### src/rtl/cwl_pkg.sv
package cwl_pkg;
  // Constant added by the sign-corrected array: 2^W + 2^(2W-1), for W up to 32.
  function automatic logic [63:0] bw_const(input int w);
    logic [63:0] c;
    c = '0;
    c[w] = 1'b1;
    c[2*w-1] = 1'b1;
    return c;
  endfunction
endpackage

### src/rtl/cwl_bw_array.sv
module cwl_bw_array #(
  parameter int W = 8
) (
  input  logic [W-1:0]   a,
  input  logic [W-1:0]   b,
  output logic [2*W-1:0] prod
);
  import cwl_pkg::*;
  localparam int P = 2 * W;

  logic [P-1:0] sums [W+1];
  logic [63:0]  cst;

  assign cst     = bw_const(W);
  assign sums[0] = cst[P-1:0];

  for (genvar i = 0; i < W; i++) begin : g_row
    logic [P-1:0] row;
    always_comb begin
      row = '0;
      for (int j = 0; j < W; j++) begin
        if ((i == W - 1) != (j == W - 1))
          row[i + j] = ~(a[i] & b[j]);
        else
          row[i + j] = a[i] & b[j];
      end
    end
    assign sums[i + 1] = sums[i] + row;
  end

  assign prod = sums[W];
endmodule

### src/rtl/cwl_trunc_sat.sv
module cwl_trunc_sat #(
  parameter int W = 8
) (
  input  logic [2*W-1:0] prod,
  output logic [W-1:0]   result,
  output logic           ovf
);
  localparam logic [W-1:0] MAX_POS = {1'b0, {(W-1){1'b1}}};

  logic unused_low;
  assign unused_low = ^prod[W-2:0];

  // Only -1 x -1 makes the two top bits differ.
  assign ovf    = prod[2*W-1] ^ prod[2*W-2];
  assign result = ovf ? MAX_POS : prod[2*W-2:W-1];
endmodule

### src/rtl/cwl_frac_mult.sv
module cwl_frac_mult #(
  parameter int W = 8
) (
  input  logic         clk,
  input  logic         rst,
  input  logic         in_valid,
  output logic         in_ready,
  input  logic [W-1:0] in_a,
  input  logic [W-1:0] in_b,
  output logic         out_valid,
  input  logic         out_ready,
  output logic [W-1:0] out_result,
  output logic         out_ovf
);
  logic [2*W-1:0] prod;
  logic [W-1:0]   res_c;
  logic           ovf_c;
  logic           take;

  cwl_bw_array #(.W(W)) u_array (.a(in_a), .b(in_b), .prod(prod));
  cwl_trunc_sat #(.W(W)) u_trunc (.prod(prod), .result(res_c), .ovf(ovf_c));

  assign in_ready = !out_valid || out_ready;
  assign take     = in_valid && in_ready;

  always_ff @(posedge clk) begin
    if (rst) begin
      out_valid  <= 1'b0;
      out_result <= '0;
      out_ovf    <= 1'b0;
    end else if (take) begin
      out_valid  <= 1'b1;
      out_result <= res_c;
      out_ovf    <= ovf_c;
    end else if (out_ready) begin
      out_valid  <= 1'b0;
    end
  end
endmodule

### config.mk
export PLATFORM = sky130hd
export DESIGN_NAME = cwl_frac_mult
export DESIGN_NICKNAME = d
export VERILOG_FILES = /design/src/rtl/cwl_pkg.sv /design/src/rtl/cwl_bw_array.sv /design/src/rtl/cwl_trunc_sat.sv /design/src/rtl/cwl_frac_mult.sv
export SDC_FILE = /design/constraint.sdc
export NUM_CORES = 1
export LEC_CHECK = 0
export CORE_MARGIN = 2
export CORE_UTILIZATION = 62
export CTS_BUF_LIST = sky130_fd_sc_hd__clkbuf_8
export DETAILED_ROUTE_END_ITERATION = 7
export DONT_BUFFER_PORTS = 1
export GPL_TIMING_DRIVEN = 0
export MAX_ROUTING_LAYER = met4
export PLACE_DENSITY = 0.86
export RECOVER_POWER = 50
export SLEW_MARGIN = 20
export SYNTH_ARGS = -nofsm -noshare
export SYNTH_HDL_FRONTEND = slang
export SYNTH_SLANG_ARGS = --single-unit
### constraint.sdc
create_clock -name clk -period 11.7 [get_ports clk]
set_input_delay 1.17 -clock clk [delete_from_list [all_inputs] [get_ports clk]]
set_output_delay 1.17 -clock clk [all_outputs]
set_load 0.02 [all_outputs]
# Yosys cells after proc, flatten, opt, wreduce, memory -nomap -nowiden
# Cells that the tools add are included.
[op_classes]
addsub = 8
muxes = 3
bitwise_logic = 79
reduce_logical = 4
[op_table]
columns = ["operator", "n"]
rows = [
  ["$and A1 B1 Y1", 64],
  ["$add A16 B10 Y16", 1],
  ["$add A16 B11 Y16", 1],
  ["$add A16 B12 Y16", 1],
  ["$add A16 B13 Y16", 1],
  ["$add A16 B14 Y16", 1],
  ["$add A16 B15 Y16", 1],
  ["$add A16 B8 Y16 const A", 1],
  ["$add A16 B9 Y16", 1],
  ["$not A1 Y1", 14],
  ["$mux W8", 1],
  ["$mux W1", 2],
  ["$reduce_bool A2 Y1", 1],
  ["$logic_and A1 B1 Y1", 1],
  ["$logic_not A1 Y1", 1],
  ["$logic_or A1 B1 Y1", 1],
  ["$xor A1 B1 Y1", 1],
]
[word_totals]
regBits = 10
input_bits = 20
output_inout_bits = 11

# Logic depth before layout (Yosys ltp)
# Gate-level depths: netlist of run 1.
[logic_depth]
word_depth = 12
ltp_mapped = 22

# Modules after synthesis
# Synthesis of run 1 repeated with hierarchy kept, for this count alone.
[unflattened]
cells_unflattened = 265
area_unflattened_um2 = 2466.1
[modules_own_cells]
columns = ["mod", "n_inst", "cells_each", "area_each_um2", "seq_area_each_um2"]
rows = [
  ["cwl_bw_array", 1, 212, 1939.4, 0.0],
  ["cwl_frac_mult", 1, 45, 470.5, 200.2],
  ["cwl_trunc_sat", 1, 8, 56.3, 0.0],
]

# Worst setup path before layout of run 1
# Ideal clock, no wire load.
[synth_path]
kind = "input to register"
start = "input port in_b[3]"
end = "register out_result[6]"
arrival_time_ps = 5877
required_ps = 11626
path_slack_ps = 5748
cell_stages = 22
n_path_buf = 1
path_cell_list = "and2_1 fa_1 inv_1 fa_1 inv_1 fa_1 inv_1 fa_1 inv_1 ha_1 a21o_1 a21o_2 a22o_1 a211o_2 a21oi_1 xnor2_1 ha_1 inv_1 and3_1 clkbuf_1 a211o_1 a31oi_1"
[synth_between]
elab_chain_cells = 11
word_cells_on_any_way = 19
[synth_lines]
columns = ["item", "line_no", "rtl"]
rows = [
  ["start, declared", "cwl_frac_mult.sv:9", "input logic [W-1:0] in_b,"],
  ["$and A1 B1 Y1", "cwl_bw_array.sv:25", "row[i + j] = a[i] & b[j];"],
  ["$add A16 B8 Y16", "cwl_bw_array.sv:28", "assign sums[i + 1] = sums[i] + row;"],
  ["$add A16 B9 Y16", "cwl_bw_array.sv:28", ""],
  ["$add A16 B10 Y16", "cwl_bw_array.sv:28", ""],
  ["$add A16 B11 Y16", "cwl_bw_array.sv:28", ""],
  ["$add A16 B12 Y16", "cwl_bw_array.sv:28", ""],
  ["$add A16 B13 Y16", "cwl_bw_array.sv:28", ""],
  ["$add A16 B14 Y16", "cwl_bw_array.sv:28", ""],
  ["$add A16 B15 Y16 *", "cwl_bw_array.sv:28", ""],
  ["$xor A1 B1 Y1 *", "cwl_trunc_sat.sv:14", "assign ovf = prod[2*W-1] ^ prod[2*W-2];"],
  ["net ovf_c", "cwl_frac_mult.sv:17", "logic ovf_c;"],
  ["$mux W8 *", "cwl_trunc_sat.sv:15", "assign result = ovf ? MAX_POS : prod[2*W-2:W-1];"],
  ["end signal, assigned", "cwl_frac_mult.sv:33", "out_result <= res_c;"],
  ["end, declared", "cwl_frac_mult.sv:12", "output logic [W-1:0] out_result,"],
]
# The timed path passes the listed nets; every way through them passes the cells marked *.
# A chain may end at the register's enable or synchronous reset.

# Worst setup path in the final report of run 1
# Same ends and word-level chain as after synthesis.

==> impl_results.md, run 1 <==
- Fin crit period: ~6 ns
- Half-perimeter wire length after placement: ~3.3 mm
- Antenna viol nets, final: 0
- Util after Layout: 68.2%
- Clk pwr share: between 10% and 20%
- Sw Share: a little under half
- Crit. End Element: register
- Cts hold-fix bufs: 0
- Routed vias/inst: between 5 and 6
- Status: finished, final reports clean
- Total power: 405 µW
- Drt first pass iters: 4
- GPL Wtd Cong: just under 0.9
- Total GRT Usage: 23.5%
- Internal power: approximately 210 µW
- Synth top area share: roughly a third
- Die outline height: roughly 63 µm
- Synth top cells by count: 38 x and2_1, 37 x fa_1, 36 x inv_1
- Hold Crit Start: out_result[0]$_SDFFE_PP0P_
- Worst path arrival time: approximately 6.1 ns
- Largest net degree at the start of global routing: 11
- FF+latch count, synth: 10
- Critical path fanouts, max: 8
- Setup CP Type: in2reg
- Worst-margin pin slew: a little under 0.3 ns
- Syn nets: 316
- WL/cell: approximately 14 µm
- Area Growth Syn to Fin: 5.21%
- Hold slack: approximately 0.59 ns
- Worst VDD drop: 0.119 mV
- P_sw: 192 µW
- Fill cells: around 280
- Max-slew headroom: 80.4%
- Nets: 321
- 1st-iter DRT viols: 49
- Post-route setup TNS: 0 ns
- Starting Density: between 60% and 70%
- Top_reg_cell synth: dfxtp_1
- Period utilization: 51.1%
- Cells after DPL: 278
- Clock Tree Buf Depth: 2
- RSZ-0062 raised after global routing: no
- Reg2reg setup slack: just over 10 ns
- Area occupied by multi-input gates: ~1800 µm²
- Cells after synthesis: 232
- DR vias: between 1.5k and 2k
- CTS buffer count: 3
- MaxCap Viol Count: 0
- Final hold violations: 0
- I/O pin count: 31
- Worst hold stages: 2
- Row cnt: 21
- R2r worst-path depth: 5
- Synth warnings: 0
- Crit start category: input port
- IO Port Bufs: 0
- Post-synth EDFFs: 0
- Sink Count: 10
- Gates resized, CTS repair: 0
- Final setup violating endpoints: 0
- H-tree levels: 1
- RR Startpoint: out_valid$_SDFFE_PP0P_
- Avg Cell Area, Syn: about 9.3 µm²
- Initial antenna violation count: 0
- Setup Skew: between 0.001 and 0.0015 ns
- Max-slew violations: 0
- Hold endpoint: out_result[0]$_SDFFE_PP0P_
- Vias in the first global route: around 1.7k
- Fmax: 0.167 GHz
- Gr ovfl total: 0
- Critical Path RT: ~12 ns
- Core area: 3340 µm²
- Routed Wire Length: between 3 and 4 mm
- Non-filler cells, final: between 200 and 300
- Die W: between 60 and 70 µm
- Post-CTS setup buffer count: 0
- Worst hold path class: reg2reg
- Mapped Area: roughly 2200 µm²
- Leading area contributor after synthesis: fa_1
- Number of diodes: 0
- Most frequent cell after synthesis: and2_1
- Area contributors post-synth: fa_1 34%, ha_1 16%, and2_1 11%
- Sequential cell fraction of total power: 17.5%
- Clock-pin slew on the worst setup and hold paths: about 0.050 ns
- Layout cells sized above 1: under 10%
- First-pass GRT wire length: 7.27 mm
- Register Area: 200 µm²
- Synth cell types: 31
- P_leak: 1.16 nW
- Ys async rst share: 0%
- Residual DRC: 0
- RR Endpoint: out_result[6]$_SDFFE_PP0P_
- Comb pwr share: between 70% and 80%
- P per Cell Area: 178 nW/µm²
- CTS tree: built
- Sequential area share after synthesis: 9.26%
- Die ar.: between 3000 and 4000 µm²
- Worst-skew pair later-pin latency: roughly 0.23 ns
- Root buffer cell: clkbuf_8
## routing by layer
layer  global-route usage [%]  vias to the layer above  routed length, µm
met5                        -                        -                  0
met4                     4.72                        0                 50
met3                     3.93                        6                193
met2                     41.8                       37               2020
met1                     28.3                      745               1600
li1                         -                      737                  -
## worst max path at each step
stage	start	endpoint	slack, ns
after floorplan	in_b[3]	out_result[6]$_SDFFE_PP0P_	5.75
after global placement	in_b[3]	out_result[6]$_SDFFE_PP0P_	5.53
after detailed placement	in_b[3]	out_result[6]$_SDFFE_PP0P_	5.51
after CTS	in_b[3]	out_result[6]$_SDFFE_PP0P_	5.71
after global routing	in_b[3]	out_result[6]$_SDFFE_PP0P_	5.43
final	in_b[3]	out_result[6]$_SDFFE_PP0P_	5.72
## cells in the final DEF (no fill, tap or decap), types with 2 or more instances in the layout
master and instances:
a21oi_1 4, a21o_1 2, a21o_2 3, nand2_1 24
and2_2 5, a211oi_1 5, xor2_1 5, nor2_1 13
inv_1 36, ha_1 27, and3_1 2, mux2i_1 2
xnor2_1 4, fa_1 37, and2_1 38, clkbuf_8 5
dfxtp_1 10
## registers in the layout (all words and copies together), names as in the netlist
name        cells
out_ovf         1
out_valid       1
out_result      8
## metrics by stage
stage | setup slack [ns] | cell area, µm²
after floorplan | 5.75 | 2160
after global placement | 5.53 | 2220
after detailed placement | 5.51 | 2220
after CTS | 5.71 | 2270
after global routing | 5.43 | 2270
final | 5.72 | 2270
## power by group through the flow
| stage | sequential (mW) | clock, mW | combinational [mW] |
|---|---|---|---|
| after floorplan | 0.0696 | 0 | 0.243 |
| after CTS | 0.0715 | 0.0434 | 0.295 |
| after global routing | 0.0724 | 0.0452 | 0.341 |
| after detailed placement | 0.0722 | 0 | 0.290 |
| after global placement | 0.0718 | 0 | 0.284 |
| final | 0.0710 | 0.0424 | 0.292 |
## worst max-delay path, cell delays in order
cell      delay (ns)
and2_1          0.15
fa_1            0.51
inv_1           0.06
fa_1            0.53
inv_1           0.06
fa_1            0.53
inv_1           0.05
fa_1            0.53
inv_1           0.04
ha_1            0.20
a21o_1          0.18
a21o_2          0.22
a22o_1          0.20
a211o_2         0.32
a21oi_1         0.17
xnor2_1         0.09
ha_1            0.31
inv_1           0.06
and3_1          0.14
clkbuf_1        0.18
a211o_1         0.31
a31oi_1         0.13
## layout make-up
type                            instances  area share [%]
Inverter                               36            5.94
Multi-Input combinational cell        183            79.0
Clock buffer                            4            2.42
Tap cell                               46            2.53
Sequential cell                        10            8.80
Buffer                                  3            1.27
## cell families after synthesis
logic type / Yosys count / synth area share (%)
AOI/OAI and AO/OA: 21 / 7.29
xor gates and xnor gates: 9 / 3.65
adders and majority gates: 64 / 49.9
buffers and inverters: 39 / 7.58
DFF: 10 / 9.26
muxes: 2 / 0.926
and+or+nand+nor: 87 / 21.4
(Power assumes the default switching activity.)
==> inputs of run 2 (changes only) <==
--- a/config.mk
+++ b/config.mk
@@ -5,14 +5,15 @@
 export SDC_FILE = /design/constraint.sdc
 export NUM_CORES = 1
 export LEC_CHECK = 0
+export ABC_AREA = 1
 export CORE_MARGIN = 2
-export CORE_UTILIZATION = 62
+export CORE_UTILIZATION = 61
 export CTS_BUF_LIST = sky130_fd_sc_hd__clkbuf_8
 export DETAILED_ROUTE_END_ITERATION = 7
 export DONT_BUFFER_PORTS = 1
 export GPL_TIMING_DRIVEN = 0
 export MAX_ROUTING_LAYER = met4
-export PLACE_DENSITY = 0.86
+export PLACE_DENSITY = 0.88
 export RECOVER_POWER = 50
 export SLEW_MARGIN = 20
 export SYNTH_ARGS = -nofsm -noshare
==> constraint.sdc (replaced) <==
create_clock -name clk -period 5 [get_ports clk]
set_input_delay 0.5 -clock clk [delete_from_list [all_inputs] [get_ports clk]]
set_output_delay 0.5 -clock clk [all_outputs]
set_load 0.02 [all_outputs]
==> run 2 against run 1 <==
Net effect: critical path depth did not move; utilization rose by 0.62 points; total power rose to 2.9 times the previous value; flip-flop and latch count did not move; first-iteration DRC count rose by 73%; register-to-register slack got worse by 6.5 ns; clock power rose by 140%; setup slack got worse by 5.5 ns; final cell count rose by 39%; die area rose by 12%; sequential power rose by 130%; critical path type unchanged; largest cell class unchanged.
==> impl_results.md, run 2 <==
- Status: finished, final reports clean
- Util after Layout: 68.8% (+0.62 points)
- IO Port Bufs: 0 (unchanged)
- Area Growth Syn to Fin: 6.80%
- Die ar.: 4470 µm² (+12%)
- Total GRT Usage: 24.6% (+1.1 points)
- Worst-margin pin slew: 0.339 ns (+0.0439 ns)
- Sink Count: 10 (unchanged)
- Initial antenna violation count: 0 (unchanged)
- Drt first pass iters: 4 (unchanged)
- Most frequent cells in the layout: 92 x inv_1, 81 x nand2_1, 37 x fa_1, 30 x nor2_1, 26 x ha_1
- Area contributors post-synth: fa_1 31%, inv_1 14%, ha_1 14%
- Cts hold-fix bufs: 0 (unchanged)
- Syn nets: 423 (+34%)
- Final setup violating endpoints: 0 (unchanged)
- Reg2reg setup slack: 3.54 ns (-6.54 ns)
- Setup CP Type: in2reg
- Row cnt: 22 (+4.8%)
- P per Cell Area: 464 nW/µm² (+160%)
- First-pass GRT wire length: 8.29 mm (+14%)
- Synth warnings: 0 (unchanged)
- Synth top cells by count: 92 x inv_1, 81 x nand2_1, 37 x fa_1
- Period utilization: 95.0%
- Number of diodes: 0 (unchanged)
- Top_reg_cell synth: dfxtp_1
- Nets: 428 (+33%)
- Routed vias/inst: 5.17 (-4.3%)
- MaxCap Viol Count: 0 (unchanged)
- Cells after synthesis: 339 (+46%)
- Total power: 1.19 mW (+190%)
- Antenna viol nets, final: 0 (unchanged)
- DP Area: 2470 µm² (+11%)
- P_leak: 1.62 nW (+40%)
- Commonest non-fill, non-tap cell in the layout: inv_1
- Cells after DPL: 387 (+39%)
- RR Endpoint: out_result[1]$_SDFFE_PP0P_
- Worst-skew pair later-pin latency: 0.24 ns (about the same)
- Max-slew headroom: 77.4% (-2.9 points)
- Layout cells sized above 1: 9.62% (+2.4 points)
- RSZ-0062 raised after global routing: no
- Starting Density: 64.4% (-0.39 points)
- Avg Cell Area, Syn: 7.11 µm² (-24%)
- Residual DRC: 0 (unchanged)
- CTS tree: built
- Setup Skew: 0.00356 ns (+0.00254 ns)
- R2r worst-path depth: 7 (+2)
- Synth top area share: 30.7% (-3.5 points)
- Routed Wire Length: 4.85 mm (+25%)
- Synth cell types: 21 (-32%)
- Clk pwr share: 8.6% (-1.9 points)
- Clock-pin slew on the worst setup and hold paths: 0.05 ns (about the same)
- 1st-iter DRT viols: 85 (+73%)
- Gr ovfl total: 0 (unchanged)
- Leading area contributor after synthesis: fa_1
- Post-synth EDFFs: 0 (unchanged)
- Design area: 2570 µm² (+13%)
- I/O pin count: 31 (unchanged)
- End of the critical path: out_result[1]$_SDFFE_PP0P_
- Top Registers: out_result: 8 flops, out_ovf: 1 flops, out_valid: 1 flops
- Sequential cell fraction of total power: 13.9% (-3.6 points)
- Internal power: 542 µW (+150%)
- CTS buffer count: 3 (unchanged)
- FF+latch count, synth: 10 (unchanged)
- H-tree levels: 1 (unchanged)
- Ys async rst share: 0% (unchanged)
- Die W: 66.9 µm (+6.1%)
- Critical path fanouts, max: 8 (unchanged)
- Worst VDD drop: 0.271 mV (+130%)
- Largest net degree at the start of global routing: 10 (-1)
- Crit. Startpoint: in_a[5]
- Largest register FFs: 8 (unchanged)
- DR vias: 2,023 (+33%)
- Max-slew violations: 0 (unchanged)
- Fmax: 0.210 GHz
- Non-filler cells, final: 391 (+39%)
- Final hold violations: 0 (unchanged)
- WL/cell: 12.4 µm (-9.6%)
- Root buffer cell: clkbuf_8
- RR Startpoint: out_valid$_SDFFE_PP0P_
- Clock Tree Buf Depth: 2 (unchanged)
- Worst hold path class: in2reg
- Fin crit period: roughly 4.8 ns
- GPL Wtd Cong: 0.838 (-3.4%)
- Mapped Area: 2410 µm² (+12%)
- Post-CTS setup buffer count: 0 (unchanged)
- Sequential area share after synthesis: 8.30% (-0.96 points)
- Worst path arrival time: 4.89 ns (-1.25 ns)
- P_sw: 652 µW (+240%)
- Critical Path RT: 5.14 ns (-6.72 ns)
- Sw Share: 54.6% (+7.2 points)
- Largest Register: out_result
- Most frequent cell after synthesis: inv_1
- Vias in the first global route: 2,069 (+24%)
- Core area: 3740 µm² (+12%)
- Crit. End Element: register
- Half-perimeter wire length after placement: 4.01 mm (+23%)
- Hold slack: 0.325 ns (-0.264 ns)
- Comb pwr share: 77.5% (+5.5 points)
- Crit start category: input port
- Die outline height: 66.9 µm (+6.1%)
[run 2: changes by cell type after synthesis, moves of 5 or more]
cell and change:
nand2_1 +57, a211oi_1 -5, o21ai_0 +11, and2_1 -38, clkbuf_1 +11, and2_2 -5
nor2_1 +18, nand2_2 +6, nand3_1 +5, inv_1 +56
[run 2: what timing repair did]
action / CTS / global route
endpoints found under the setup margin: 8 / 7
pin swaps: 0 / 1
resized for setup: 4 / 28
[run 2: cell families after synthesis]
kind of cell             Yosys count  share of synthesized area, %
AND/OR/NAND/NOR                  132                          23.1
buffers and inverters            104                          16.2
adder cells (fa/ha/maj)           64                          44.7
AO/OA/AOI/OAI                     22                          5.14
flip-flops                        10                          8.30
XOR/XNOR                           7                          2.54
[run 2: per-layer routing]
metal | GRT usage [%] | part of all wire [%] | up-vias
li1 | - | - | 986
met4 | 2.81 | 0.52 | 0
met2 | 44.5 | 54 | 50
met5 | - | 0 | -
met3 | 4.05 | 4.0 | 6
met1 | 29.9 | 42 | 981
[run 2: per-stage QoR]
step	setup WS [ns]	setup TNS (ns)
after CTS	0.0101	0
final	0.248	0
after global placement	-0.426	-2.65
after detailed placement	-0.472	-3.03
after global routing	0.00151	0
after floorplan	0.00706	0
[run 2: worst min path at each step]
stage / cells past startpoint / slack [ns] / to / startpoint
6_report: 1 / 0.32 / out_valid$_SDFFE_PP0P_ / rst
5_1_grt: 1 / 0.32 / out_valid$_SDFFE_PP0P_ / rst
4_1_cts: 1 / 0.33 / out_valid$_SDFFE_PP0P_ / rst
3_5_place_dp: 1 / 0.58 / out_valid$_SDFFE_PP0P_ / rst
3_3_place_gp: 1 / 0.57 / out_valid$_SDFFE_PP0P_ / rst
2_1_floorplan: 2 / 0.56 / out_result[7]$_SDFFE_PP0P_ / out_result[7]$_SDFFE_PP0P_
[run 2: power groups by stage]
stage	combinational, mW	clock, mW	sequential [mW]
after floorplan	0.678	0	0.162
after global placement	0.806	0	0.167
after detailed placement	0.831	0	0.168
after CTS	0.858	0.103	0.167
after global routing	1.05	0.109	0.168
final	0.926	0.102	0.166
[run 2: cell type report]
cell class | instances | area [µm²]
fillers | 307 | 1170
clock buffers | 4 | 55.1
well taps | 48 | 60.1
flip-flops and latches | 10 | 200
inverters | 92 | 345
plain buffers | 12 | 58.8
multi-input cells | 225 | 1860
[run 2: worst max-delay path, stage by stage]
cell	delay [ns]
clkbuf_1	0.27
nand2_1	0.08
inv_1	0.09
fa_1	0.41
fa_1	0.48
fa_1	0.55
inv_1	0.05
fa_1	0.52
inv_1	0.04
ha_1	0.34
a21oi_1	0.22
o21ai_1	0.08
inv_1	0.05
nand2_1	0.09
nand2_1	0.08
nand3_1	0.08
xor2_1	0.16
ha_1	0.34
nor2_4	0.15
inv_1	0.10
o21ai_1	0.14
inv_1	0.04
